===== config.mk =====
export PLATFORM = sky130hd
export DESIGN_NAME = lwmove_unit
export DESIGN_NICKNAME = d
export VERILOG_FILES = /design/src/rtl/lwmove_pkg.sv /design/src/rtl/lwmove_decode.sv /design/src/rtl/lwmove_sat.sv /design/src/rtl/lwmove_pack.sv /design/src/rtl/lwmove_unpack.sv /design/src/rtl/lwmove_unit.sv
export SDC_FILE = /design/constraint.sdc
export NUM_CORES = 1
export LEC_CHECK = 0
export BUFFER_PORTS_ARGS = -buffer_cell sky130_fd_sc_hd__buf_2
export CELL_PAD_IN_SITES_DETAIL_PLACEMENT = 0
export CELL_PAD_IN_SITES_GLOBAL_PLACEMENT = 1
export CORE_AREA = 2 2 231 233
export DETAILED_ROUTE_END_ITERATION = 10
export DIE_AREA = 0 0 233 235
export PLACE_DENSITY = 0.53
export SLEW_MARGIN = 20
export SYNTH_ARGS = -nofsm -noshare
export SYNTH_HDL_FRONTEND = slang
export SYNTH_SLANG_ARGS = --single-unit
export TNS_END_PERCENT = 5

===== constraint.sdc =====
create_clock -name clk -period 5.3 [get_ports clk]
set_input_delay 0.795 -clock clk [delete_from_list [all_inputs] [get_ports clk]]
set_output_delay 0.795 -clock clk [all_outputs]
set_load 0.05 [all_outputs]

===== src/rtl/lwmove_pkg.sv =====
package lwmove_pkg;
  typedef logic [2:0] pair_t;
  localparam pair_t PR_A10 = 3'd0;
  localparam pair_t PR_B10 = 3'd1;
  localparam pair_t PR_X   = 3'd2;
  localparam pair_t PR_Y   = 3'd3;
  localparam pair_t PR_AB  = 3'd4;
  localparam pair_t PR_BA  = 3'd5;

  typedef logic [1:0] alu_t;
  localparam alu_t ALU_NONE = 2'd0;
  localparam alu_t ALU_A    = 2'd1;
  localparam alu_t ALU_B    = 2'd2;
  localparam alu_t ALU_RSV  = 2'd3;
endpackage


===== src/rtl/lwmove_decode.sv =====
module lwmove_decode
  import lwmove_pkg::*;
#(
  parameter int AW  = 16,
  parameter int SAW = 6
) (
  input  logic           valid,
  input  logic           is_long,
  input  logic           store,
  input  pair_t          sel,
  input  alu_t           alu_dst,
  input  logic           abs_mode,
  input  logic [AW-1:0]  ea,
  input  logic [SAW-1:0] sabs,
  output logic           go,
  output logic           bad,
  output logic [AW-1:0]  addr
);
  logic code_ok, hits_a, hits_b, clash;

  always_comb begin
    code_ok = (sel <= PR_BA);
    hits_a  = (sel == PR_A10) || (sel == PR_AB) || (sel == PR_BA);
    hits_b  = (sel == PR_B10) || (sel == PR_AB) || (sel == PR_BA);
    // only a load has a destination that can collide with the ALU result
    clash   = !store && (((alu_dst == ALU_A) && hits_a) ||
                         ((alu_dst == ALU_B) && hits_b));
    bad     = valid && (!is_long || !code_ok || (alu_dst == ALU_RSV) || clash);
    go      = valid && !bad;
    addr    = abs_mode ? {{(AW-SAW){1'b0}}, sabs} : ea;
  end
endmodule


===== src/rtl/lwmove_sat.sv =====
module lwmove_sat #(
  parameter int HW = 24,
  parameter int EW = 8,
  localparam int ACC_W = EW + 2*HW
) (
  input  logic [ACC_W-1:0] acc,
  output logic [HW-1:0]    q,
  output logic             ovf
);
  logic [EW:0] head;

  always_comb begin
    head = acc[ACC_W-1 -: EW+1];
    ovf  = !((&head) || !(|head));
    if (!ovf)
      q = acc[2*HW-1 -: HW];
    else if (acc[ACC_W-1])
      q = {1'b1, {(HW-1){1'b0}}};
    else
      q = {1'b0, {(HW-1){1'b1}}};
  end
endmodule


===== src/rtl/lwmove_pack.sv =====
module lwmove_pack
  import lwmove_pkg::*;
#(
  parameter int HW = 24,
  parameter int EW = 8,
  localparam int ACC_W = EW + 2*HW,
  localparam int LW    = 2*HW
) (
  input  pair_t            sel,
  input  logic [ACC_W-1:0] a,
  input  logic [ACC_W-1:0] b,
  input  logic [LW-1:0]    x,
  input  logic [LW-1:0]    y,
  output logic [HW-1:0]    xw,
  output logic [HW-1:0]    yw,
  output logic             lim
);
  logic [ACC_W-1:0] acc_in [2];
  logic [HW-1:0]    sat_q  [2];
  logic [1:0]       sat_o;

  assign acc_in[0] = a;
  assign acc_in[1] = b;

  for (genvar g = 0; g < 2; g++) begin : g_sat
    lwmove_sat #(.HW(HW), .EW(EW)) u_sat (
      .acc (acc_in[g]),
      .q   (sat_q[g]),
      .ovf (sat_o[g])
    );
  end

  always_comb begin
    xw  = '0;
    yw  = '0;
    lim = 1'b0;
    case (sel)
      PR_A10: begin xw = a[LW-1:HW]; yw = a[HW-1:0]; end
      PR_B10: begin xw = b[LW-1:HW]; yw = b[HW-1:0]; end
      PR_X:   begin xw = x[LW-1:HW]; yw = x[HW-1:0]; end
      PR_Y:   begin xw = y[LW-1:HW]; yw = y[HW-1:0]; end
      PR_AB:  begin xw = sat_q[0]; yw = sat_q[1]; lim = |sat_o; end
      PR_BA:  begin xw = sat_q[1]; yw = sat_q[0]; lim = |sat_o; end
      default: ;
    endcase
  end
endmodule


===== src/rtl/lwmove_unpack.sv =====
module lwmove_unpack
  import lwmove_pkg::*;
#(
  parameter int HW = 24,
  parameter int EW = 8,
  localparam int ACC_W = EW + 2*HW,
  localparam int LW    = 2*HW
) (
  input  logic             en,
  input  pair_t            sel,
  input  logic [HW-1:0]    xd,
  input  logic [HW-1:0]    yd,
  output logic             we_a,
  output logic             we_b,
  output logic             we_x,
  output logic             we_y,
  output logic [ACC_W-1:0] wa,
  output logic [ACC_W-1:0] wb,
  output logic [LW-1:0]    wx,
  output logic [LW-1:0]    wy
);
  logic [ACC_W-1:0] wide, from_x, from_y;

  always_comb begin
    wide   = {{EW{xd[HW-1]}}, xd, yd};
    from_x = {{EW{xd[HW-1]}}, xd, {HW{1'b0}}};
    from_y = {{EW{yd[HW-1]}}, yd, {HW{1'b0}}};
    wx     = {xd, yd};
    wy     = {xd, yd};
    we_a   = en && ((sel == PR_A10) || (sel == PR_AB) || (sel == PR_BA));
    we_b   = en && ((sel == PR_B10) || (sel == PR_AB) || (sel == PR_BA));
    we_x   = en && (sel == PR_X);
    we_y   = en && (sel == PR_Y);
    case (sel)
      PR_AB:   begin wa = from_x; wb = from_y; end
      PR_BA:   begin wa = from_y; wb = from_x; end
      default: begin wa = wide;   wb = wide;   end
    endcase
  end
endmodule


===== src/rtl/lwmove_unit.sv =====
module lwmove_unit
  import lwmove_pkg::*;
#(
  parameter int AW  = 16,
  parameter int SAW = 6,
  parameter int HW  = 24,
  parameter int EW  = 8
) (
  input  logic                 clk,
  input  logic                 rst,
  input  logic                 in_valid,
  input  logic                 in_long,
  input  logic                 in_store,
  input  logic [2:0]           in_sel,
  input  logic [1:0]           in_alu_dst,
  input  logic                 in_abs_mode,
  input  logic [AW-1:0]        in_ea,
  input  logic [SAW-1:0]       in_sabs,
  input  logic [EW+2*HW-1:0]   rf_a,
  input  logic [EW+2*HW-1:0]   rf_b,
  input  logic [2*HW-1:0]      rf_x,
  input  logic [2*HW-1:0]      rf_y,
  output logic [AW-1:0]        xm_addr,
  output logic                 xm_we,
  output logic                 xm_re,
  output logic [HW-1:0]        xm_wdata,
  input  logic [HW-1:0]        xm_rdata,
  output logic [AW-1:0]        ym_addr,
  output logic                 ym_we,
  output logic                 ym_re,
  output logic [HW-1:0]        ym_wdata,
  input  logic [HW-1:0]        ym_rdata,
  output logic                 rf_we_a,
  output logic                 rf_we_b,
  output logic                 rf_we_x,
  output logic                 rf_we_y,
  output logic [EW+2*HW-1:0]   rf_wd_a,
  output logic [EW+2*HW-1:0]   rf_wd_b,
  output logic [2*HW-1:0]      rf_wd_x,
  output logic [2*HW-1:0]      rf_wd_y,
  output logic                 done,
  output logic                 illegal,
  output logic                 limit
);
  localparam int ACC_W = EW + 2*HW;

  logic          d_go, d_bad;
  logic [AW-1:0] d_addr;
  logic [HW-1:0] p_xw, p_yw;
  logic          p_lim;

  // stage 1: memory access cycle
  logic  s1_go, s1_bad, s1_lim, s1_load;
  pair_t s1_sel;
  // stage 2: register write / completion cycle
  logic  s2_load;
  pair_t s2_sel;

  lwmove_decode #(.AW(AW), .SAW(SAW)) u_dec (
    .valid    (in_valid),
    .is_long  (in_long),
    .store    (in_store),
    .sel      (in_sel),
    .alu_dst  (in_alu_dst),
    .abs_mode (in_abs_mode),
    .ea       (in_ea),
    .sabs     (in_sabs),
    .go       (d_go),
    .bad      (d_bad),
    .addr     (d_addr)
  );

  lwmove_pack #(.HW(HW), .EW(EW)) u_pack (
    .sel (in_sel),
    .a   (rf_a),
    .b   (rf_b),
    .x   (rf_x),
    .y   (rf_y),
    .xw  (p_xw),
    .yw  (p_yw),
    .lim (p_lim)
  );

  always_ff @(posedge clk) begin
    if (rst) begin
      xm_addr  <= '0;
      ym_addr  <= '0;
      xm_we    <= 1'b0;
      ym_we    <= 1'b0;
      xm_re    <= 1'b0;
      ym_re    <= 1'b0;
      xm_wdata <= '0;
      ym_wdata <= '0;
      s1_go    <= 1'b0;
      s1_bad   <= 1'b0;
      s1_lim   <= 1'b0;
      s1_load  <= 1'b0;
      s1_sel   <= PR_A10;
    end else begin
      if (d_go) begin
        xm_addr <= d_addr;
        ym_addr <= d_addr;
      end
      xm_we    <= d_go && in_store;
      ym_we    <= d_go && in_store;
      xm_re    <= d_go && !in_store;
      ym_re    <= d_go && !in_store;
      xm_wdata <= p_xw;
      ym_wdata <= p_yw;
      s1_go    <= d_go;
      s1_bad   <= d_bad;
      s1_lim   <= d_go && in_store && p_lim;
      s1_load  <= d_go && !in_store;
      s1_sel   <= in_sel;
    end
  end

  always_ff @(posedge clk) begin
    if (rst) begin
      done    <= 1'b0;
      illegal <= 1'b0;
      limit   <= 1'b0;
      s2_load <= 1'b0;
      s2_sel  <= PR_A10;
    end else begin
      done    <= s1_go;
      illegal <= s1_bad;
      limit   <= s1_lim;
      s2_load <= s1_load;
      s2_sel  <= s1_sel;
    end
  end

  lwmove_unpack #(.HW(HW), .EW(EW)) u_unpack (
    .en   (s2_load),
    .sel  (s2_sel),
    .xd   (xm_rdata),
    .yd   (ym_rdata),
    .we_a (rf_we_a),
    .we_b (rf_we_b),
    .we_x (rf_we_x),
    .we_y (rf_we_y),
    .wa   (rf_wd_a),
    .wb   (rf_wd_b),
    .wx   (rf_wd_x),
    .wy   (rf_wd_y)
  );
endmodule


==> metrics.cfg, run 1 <==
[place]
placed_area_um2=9440
post-place-ws_ns=1.87
post-dp-hpwl_um=35200
port_buffers=587
gp_congestion=0.823
place_inst=1840

[setup_path]
worstPathRequired_ns=4.51
rr_endpoint=ym_addr[1]
r2r-start=ym_addr[1]
path_cells=nand2b_1 > nor2_2 > buf_4 > mux2_2 > buf_2
path_class=flip-flop to primary output
ff2ff_path_depth=2
cpPeakStageDelay_ns=0.51
r2r_slack_ns=4.55
cp_max_fo=25
crit_path_start_kind=flip-flop
cp-end-kind=primary output
crit_arrival_ns=2.60
cp_slowest_cell=nand2b_1

[grt]
grt_pass1_vias=7662
grt_overflow=0
track_usage_pct=14.8
grt_max_degree=47
grt_pass1_wl_um=56800
antenna_found_initial=15

[layout]
stdcell_area_um2=9760
final_common_cell=buf_2
fin_nets=1452
drive_gt1_share_pct=59.8
mostFrequentLayoutCells=585 x buf_2, 79 x dfxtp_1, 64 x mux2i_1
area_delta_synth_final_pct=40.7
fillers=5936
final_cells=1859

[floorplan]
dieArea_um2=54800
num_rows=84
coreArea_um2=52200
pin_count=588
die_w_um=233
start_util_pct=13.3
die_height_um=235

[yosys]
synth_edf_count=0
ys_async_sr_fraction_pct=0
synth.distinct_cells=46
yosysSeqAreaShare_pct=22.8
synth_nets=1061
synth_warnings=0
avgSynthCellArea_um2=8.99
synth_cells=772
synth_area_um2=6940
synth-main-ff-cell=dfxtp_1
synth_seq_cells=79

[power_and_ir_drop]
power_per_cell_area_nw_per_um2=247
leakagePower_nw=4.81
power_w=0.00241
peakVddDrop_mv=0.154

[clocking]
cts_buffers=9
hold_buffers=0
post_cts_buffers=0
clk_latency_ns=0.36
htree_levels=3
tritoncts=built
cts_buffer_depth=2
cts_resized=0
root_buffer=clkbuf_16
cts.sinks=79
clk_pin_slew_ns=0.07

[drt]
route.met2.wl_um=21600
routedWlPerCell_um=22.9
routed-wl-met3_um=2820
dr.pass1.iters=4
highest_layer=met5
viasPerCell=4.17
met1Wirelength_um=15000
routed_wl_um=42500
drc=0
postRouteAntennaNets=0
vias=7746
drt_iter0_markers=246

[timing]
hold_viol_final=0
finalCritPeriodShare_pct=64.1
fin_crit_ns=3.40
rsz0062_at_grt=no
drv_slew=0
maxSlewHeadroom_pct=29.4
fin_skew_ns=0.00375
setup_viol_count_final=0
layout_setup_ws_ns=1.90
setup_tns_ns=0
fmax_mhz=295
worst_slew_pin_slew_ns=1.06

[run]
cap_violations=0

[min_path]
hold_start=s1_sel[1]
hold_end=s2_sel[1]
hold_depth=1
hp-class=flip-flop to flip-flop

[outcome]
outcome=finished, final reports clean

-- worst max-delay path by stage --
stage               startpoint            to  slack, ns
floorplan            s2_sel[2]   rf_wd_b[48]       2.56
global route         s2_sel[2]   rf_wd_b[49]       1.71
finish               s2_sel[2]   rf_wd_b[52]       1.90
CTS                  s2_sel[2]   rf_wd_b[52]       1.86
detailed placement   in_sel[0]  xm_wdata[10]       1.87
global placement     in_sel[0]  ym_wdata[22]       1.88
-- layer usage --
| metal | track usage, % | vias to the layer above |
|---|---|---|
| met4 | 9.61 | 14 |
| met5 | 0 | - |
| met2 | 27.3 | 479 |
| met3 | 3.70 | 92 |
| li1 | - | 3515 |
| met1 | 14.5 | 3646 |
-- where the power goes --
part	leakage, nW	internal (W)	switching (W)
clock	0.151	0.000378	0.000320
combinational	4.01	0.000289	0.000780
sequential	0.649	0.000629	0.0000154
-- synthesized netlist by cell type, types with 2 or more instances --
cell / number / area share [%]
nand3b_1: 4 / 0.43
nand3_1: 4 / 0.29
nand4b_1: 10 / 1.3
mux2_2: 49 / 8.0
a21o_1: 29 / 3.1
o21ai_0: 12 / 0.87
a221o_1: 30 / 4.3
nand4_1: 3 / 0.27
and4_1: 6 / 0.76
a2bb2oi_1: 3 / 0.38
or4_1: 2 / 0.22
nor4_1: 4 / 0.36
nand2_1: 19 / 1.0
mux2i_1: 64 / 9.2
dfxtp_1: 79 / 23
a21oi_1: 38 / 2.7
nor2b_1: 9 / 0.81
buf_1: 6 / 0.32
buf_4: 161 / 17
mux4_2: 19 / 6.2
o22ai_1: 28 / 2.5
and2_1: 26 / 2.3
o2bb2ai_1: 12 / 1.5
nand2b_1: 5 / 0.45
or2_2: 2 / 0.18
clkbuf_1: 35 / 1.9
inv_1: 12 / 0.65
buf_2: 14 / 1.0
nor3_1: 15 / 1.1
o31ai_1: 8 / 0.87
o211ai_1: 32 / 3.5
a211oi_1: 7 / 0.76
nor2_1: 12 / 0.65
-- state kept, by name (all words and copies together) (netlist names) --
| register | flops |
|---|---|
| limit | 1 |
| ym_we | 1 |
| xm_wdata | 24 |
| done | 1 |
| s1_go | 1 |
| ym_addr | 16 |
| s1_load | 1 |
| s2_sel | 3 |
| s2_load | 1 |
| s1_sel | 3 |
| illegal | 1 |
| s1_bad | 1 |
| s1_lim | 1 |
| ym_wdata | 24 |
-- critical path, delay by kind of cell (launching register included) --
kind	cells	cell delay, ns
AND/OR/NAND/NOR	2	0.73
buffers and inverters	2	0.60
multiplexers	1	0.47
flip-flops	1	0.43
-- final cells by class --
| cell class | instances | area, µm² | area share, % |
|---|---|---|---|
| clock inverters | 7 | 86.3 | 0.884 |
| repair buffers | 597 | 3030 | 31.0 |
| diodes | 3 | 7.51 | 0.0769 |
| well taps | 688 | 861 | 8.82 |
| clock buffers | 9 | 225 | 2.31 |
| multi-input cells | 464 | 3930 | 40.3 |
| inverters | 12 | 45.0 | 0.461 |
| flip-flops and latches | 79 | 1580 | 16.2 |
-- metrics by stage --
stage | util [%] | hold WS, ns
floorplan | - | 0.414
global placement | 18.0 | 0.440
detailed placement | 18.1 | 0.452
CTS | 18.7 | 0.462
global route | 18.7 | 0.468
finish | 18.7 | 0.455
-- kinds of logic (layout without fill, tap and decap cells) --
kind of cell,after synthesis,count (layout),synth area share (%)
and+or+nand+nor,126,126,10.7
AOI/OAI and AO/OA,206,206,21.7
muxes,132,132,23.4
DFF,79,79,22.8
other,0,3,0
buffers and inverters,229,625,21.5
(Power assumes the default switching activity.)
==> inputs of run 2 (changes only) <==
--- a/config.mk
+++ b/config.mk
@@ -8,10 +8,10 @@
 export BUFFER_PORTS_ARGS = -buffer_cell sky130_fd_sc_hd__buf_2
 export CELL_PAD_IN_SITES_DETAIL_PLACEMENT = 0
 export CELL_PAD_IN_SITES_GLOBAL_PLACEMENT = 1
-export CORE_AREA = 2 2 231 233
+export CORE_AREA = 2 2 232 234
 export DETAILED_ROUTE_END_ITERATION = 10
-export DIE_AREA = 0 0 233 235
-export PLACE_DENSITY = 0.53
+export DIE_AREA = 0 0 234 236
+export PLACE_DENSITY = 0.54
 export SLEW_MARGIN = 20
 export SYNTH_ARGS = -nofsm -noshare
 export SYNTH_HDL_FRONTEND = slang
==> constraint.sdc (replaced) <==
create_clock -name clk -period 3.05 [get_ports clk]
set_input_delay 0.4575 -clock clk [delete_from_list [all_inputs] [get_ports clk]]
set_output_delay 0.4575 -clock clk [all_outputs]
set_load 0.05 [all_outputs]
==> metrics.cfg, run 2 (synthesis results as in run 1) <==
[clocking]
post_cts_buffers=0  ; unchanged
root_buffer=clkbuf_16
tritoncts=built
clk_latency_ns=0.38  ; +0.02 ns
cts_buffer_depth=2  ; unchanged
cts.sinks=79  ; unchanged
cts_resized=0  ; unchanged
cts_buffers=9  ; unchanged
hold_buffers=0  ; unchanged
htree_levels=3  ; unchanged
clk_pin_slew_ns=0.07  ; about the same

[timing]
hold_viol_final=0  ; unchanged
finalCritPeriodShare_pct=82.1
fin_crit_ns=2.50
drv_slew=0  ; unchanged
setup_viol_count_final=0  ; unchanged
worst_slew_pin_slew_ns=1.07  ; +0.0125 ns
fmax_mhz=399
setup_tns_ns=0  ; unchanged
fin_skew_ns=0.00354  ; -0.000210 ns
maxSlewHeadroom_pct=28.4  ; -1.1 points
rsz0062_at_grt=no

[floorplan]
dieArea_um2=55200  ; +0.86%
pin_count=588  ; unchanged
num_rows=85  ; +1.2%
coreArea_um2=53100  ; +1.6%
die_height_um=236  ; +0.43%
die_w_um=234  ; +0.43%
start_util_pct=13.1  ; -0.21 points

[grt]
antenna_found_initial=16  ; +1
track_usage_pct=14.5  ; -0.32 points
grt_overflow=0  ; unchanged
grt_pass1_wl_um=56200  ; -1.0%
grt_pass1_vias=7511  ; -2.0%
grt_max_degree=47  ; unchanged

[drt]
drc=0  ; unchanged
viasPerCell=4.15  ; -0.50%
vias=7794  ; +0.62%
dr.pass1.iters=4  ; unchanged
postRouteAntennaNets=0  ; unchanged
drt_iter0_markers=328  ; +33%
routedWlPerCell_um=22.2  ; -3.1%
routed_wl_um=41700  ; -2.0%

[layout]
fillers=5972  ; +0.61%
drive_gt1_share_pct=60.1  ; +0.34 points
final_common_cell=buf_2
top_regs=xm_wdata (24), ym_wdata (24), ym_addr (16)
mostFrequentLayoutCells=585 x buf_2, 79 x dfxtp_1, 64 x mux2i_1
final_cells=1880  ; +1.1%
stdcell_area_um2=9890  ; +1.3%
fin_nets=1467  ; +1.0%
fin_util_pct=18.6  ; -0.058 points
area_delta_synth_final_pct=42.5

[setup_path]
worstPathRequired_ns=2.59  ; -1.92 ns
crit_path_start_kind=flip-flop
path_class=flip-flop to primary output
crit_arrival_ns=2.05  ; -0.55 ns
cp-end-kind=primary output
cp_max_fo=24  ; -4.0%
ff2ff_path_depth=2  ; unchanged

[outcome]
outcome=finished, final reports clean

[place]
placed_area_um2=9570  ; +1.4%
place_inst=1863  ; +1.3%
post-dp-hpwl_um=34600  ; -1.6%
port_buffers=587  ; unchanged
gp_congestion=0.856  ; +4.1%

[min_path]
hp-class=input pin to flip-flop
hold_depth=2  ; +1

[power_and_ir_drop]
leakagePower_nw=4.89  ; +1.6%
peakVddDrop_mv=0.202  ; +31%
power_per_cell_area_nw_per_um2=422  ; +71%

[run]
cap_violations=0  ; unchanged

## run 2: stage by stage
stage	setup WS (ns)	power (W)	hold slack, ns
after floorplan	0.643	0.00250	0.414
after global placement	0.576	0.00302	0.434
after detailed placement	0.548	0.00302	0.434
after CTS	0.503	0.00425	0.273
after global routing	0.395	0.00437	0.279
final	0.546	0.00417	0.301
## run 2: worst paths after layout
path,slack (ns),start,end
setup / recovery,0.55,s2_sel[2],rf_wd_b[48]
hold / removal,0.30,in_long,s1_bad
setup reg to reg,2.29,ym_addr[2],ym_addr[2]
hold reg to reg,0.45,s1_go,done
## run 2: metal layers
layer,GRT usage [%],wire (µm)
met4,3.59,885
met2,27.5,22300
met1,15.7,15800
met3,3.71,2690
met5,0,66
## run 2: cell type report
class | count | area (µm²) | share of cell area [%]
multi-input combinational | 464 | 3920 | 39.7
timing repair buffer | 612 | 3160 | 31.9
sequential | 79 | 1580 | 16.0
tap | 696 | 871 | 8.81
clock buffer | 9 | 225 | 2.28
clock inverter | 7 | 85.1 | 0.861
inverter | 12 | 45.0 | 0.456
antenna | 1 | 2.50 | 0.0253
## run 2: critical path, stage by stage, from the launching register on
cell      delay [ns]
dfxtp_1         0.41
nand2b_1        0.11
nor2_2          0.08
buf_4           0.34
mux2_2          0.46
buf_2           0.23
## run 2: power breakdown
group	total [W]	switching (W)	internal [W]	leakage [nW]
clock	0.00120	0.000546	0.000652	0.153
combinational	0.00186	0.00134	0.000514	4.08
sequential	0.00112	0.0000286	0.00109	0.649
==> inputs of run 3 (changes only) <==
--- a/config.mk
+++ b/config.mk
@@ -8,10 +8,10 @@
 export BUFFER_PORTS_ARGS = -buffer_cell sky130_fd_sc_hd__buf_2
 export CELL_PAD_IN_SITES_DETAIL_PLACEMENT = 0
 export CELL_PAD_IN_SITES_GLOBAL_PLACEMENT = 1
-export CORE_AREA = 2 2 232 234
+export CORE_AREA = 2 2 230 232
 export DETAILED_ROUTE_END_ITERATION = 10
-export DIE_AREA = 0 0 234 236
-export PLACE_DENSITY = 0.54
+export DIE_AREA = 0 0 232 234
+export PLACE_DENSITY = 0.53
 export SLEW_MARGIN = 20
 export SYNTH_ARGS = -nofsm -noshare
 export SYNTH_HDL_FRONTEND = slang
==> constraint.sdc (replaced) <==
create_clock -name clk -period 2.4 [get_ports clk]
set_input_delay 0.36 -clock clk [delete_from_list [all_inputs] [get_ports clk]]
set_output_delay 0.36 -clock clk [all_outputs]
set_load 0.05 [all_outputs]
==> metrics.cfg, run 3 (synthesis results as in run 1) <==
[grt]
grt_pass1_wl_um=56900  ; +1.2%
grt_max_degree=35  ; -26%
antenna_found_initial=16  ; unchanged
grt_overflow=0  ; unchanged
grt_pass1_vias=7529  ; +0.24%
grtUsageMet1_pct=15.3  ; -0.35 points
use_met2_pct=29.2  ; +1.7 points
track_usage_pct=14.9  ; +0.43 points
use_met3_pct=3.28  ; -0.43 points
gr-max-usage-layer=met2

[clocking]
htree_levels=3  ; unchanged
clk_pin_slew_ns=0.07  ; about the same
clk_latency_ns=0.36  ; -0.02 ns
cts_buffer_depth=2  ; unchanged
root_buffer=clkbuf_16
cts.sinks=79  ; unchanged
hold_buffers=0  ; unchanged
cts_buffers=9  ; unchanged
post_cts_buffers=0  ; unchanged
cts_resized=0  ; unchanged
tritoncts=built

[timing]
fmax_mhz=444
fin_skew_ns=0.00933  ; +0.00579 ns
setup_tns_ns=0  ; unchanged
drv_slew=0  ; unchanged
setup_viol_count_final=0  ; unchanged
rsz0062_at_grt=no
hold_viol_final=0  ; unchanged
maxSlewHeadroom_pct=33.3  ; +4.9 points
finalCritPeriodShare_pct=93.9
whs_ns=0.227  ; -0.0739 ns
fin_crit_ns=2.25
worst_slew_pin_slew_ns=1.00  ; -0.0714 ns

[floorplan]
num_rows=84  ; -1.2%
start_util_pct=13.3  ; +0.26 points
die_w_um=232  ; -0.85%
pin_count=588  ; unchanged
coreArea_um2=52000  ; -2.0%
die_height_um=234  ; -0.85%
dieArea_um2=54300  ; -1.7%

[place]
gp_congestion=0.826  ; -3.5%
port_buffers=587  ; unchanged
post-dp-hpwl_um=35600  ; +2.9%

[setup_path]
cp_slowest_cell=mux2_2
cp_max_fo=24  ; unchanged
r2r_slack_ns=1.69  ; -0.60 ns
crit_path_start_kind=flip-flop
cp_top_family=buffers and inverters
critPathBufInv=2  ; unchanged
path_class=flip-flop to primary output
path_cells=nand2b_1 > nor2_2 > buf_12 > mux2_2 > buf_2
crit_arrival_ns=1.89  ; -0.16 ns
cpPeakStageDelay_ns=0.43  ; -0.03 ns
cp-end-kind=primary output
worstPathRequired_ns=2.04  ; -0.55 ns

[outcome]
outcome=finished, final reports clean

[drt]
viasPerCell=4.11  ; -0.92%
postRouteAntennaNets=0  ; unchanged
routedWlPerCell_um=22.4  ; +1.1%
drc=0  ; unchanged
drt_iter0_markers=265  ; -19%
routed_wl_um=42300  ; +1.6%
vias=7759  ; -0.45%
dr.pass1.iters=5  ; +1

[power_and_ir_drop]
power_w=0.00529  ; +27%
power_per_cell_area_nw_per_um2=526  ; +25%
peakVddDrop_mv=0.348  ; +72%
leakagePower_nw=4.97  ; +1.7%

[layout]
fin_nets=1480  ; +0.89%
top_regs=xm_wdata (24), ym_wdata (24), ym_addr (16)
area_delta_synth_final_pct=44.9
drive_gt1_share_pct=60.6  ; +0.52 points
mostFrequentLayoutCells=585 x buf_2, 78 x dfxtp_1, 64 x mux2i_1
fillers=5850  ; -2.0%
final_common_cell=buf_2

[min_path]
hp-class=input pin to flip-flop

[run]
cap_violations=0  ; unchanged

## run 3: cell types whose count changed in the layout (fill, tap and decap cells not counted), sizes merged
cell	delta
diode	+4
clkinv	+1
buf	+13
inv	-1
## run 3: report_power, final
part           leakage (nW)  total, W  internal [W]  switching [W]
combinational          4.17   0.00239      0.000668        0.00172
clock                 0.152   0.00148      0.000820       0.000663
sequential            0.649   0.00142       0.00139      0.0000323
## run 3: worst register-to-register path, delay by kind of cell (launching register included)
family	cells	cell delay [ns]
DFF	1	0.36
AOI/OAI and AO/OA	2	0.27
## run 3: final timing paths
| path | endpoint | from | depth (start not counted) |
|---|---|---|---|
| max reg2reg | ym_addr[2] | ym_addr[2] | 2 |
| min reg2reg | s2_sel[1] | s1_sel[1] | 1 |
| max | rf_wd_b[50] | s2_sel[1] | 5 |
| min | s1_bad | in_long | 2 |
## run 3: cell type report
cell class	count	area, µm²	area share (%)
antenna	5	12.5	0.124
clock buffer	9	225	2.24
clock inverter	7	77.6	0.772
inverter	12	45.0	0.448
multi-input combinational	464	3920	39.0
sequential	79	1580	15.7
tap	688	861	8.56
timing repair buffer	625	3330	33.1
## run 3: metal layers
layer	up-vias	share of wire, %
li1	3573	-
met5	-	0.23
met1	3694	36
met2	423	54
met4	14	3.1
met3	55	6.2
## run 3: through the flow
step | utilization (%) | cell area, µm² | instances | setup WS (ns)
6_report | 19.3 | 10100 | 1889 | 0.147
5_1_grt | 19.3 | 10000 | 1887 | 0.0347
4_1_cts | 19.3 | 10000 | 1884 | 0.0476
3_5_place_dp | 18.7 | 9740 | 1868 | 0.298
3_3_place_gp | 18.7 | 9740 | 1868 | 0.292
2_1_floorplan | - | 6940 | 772 | 0.0903
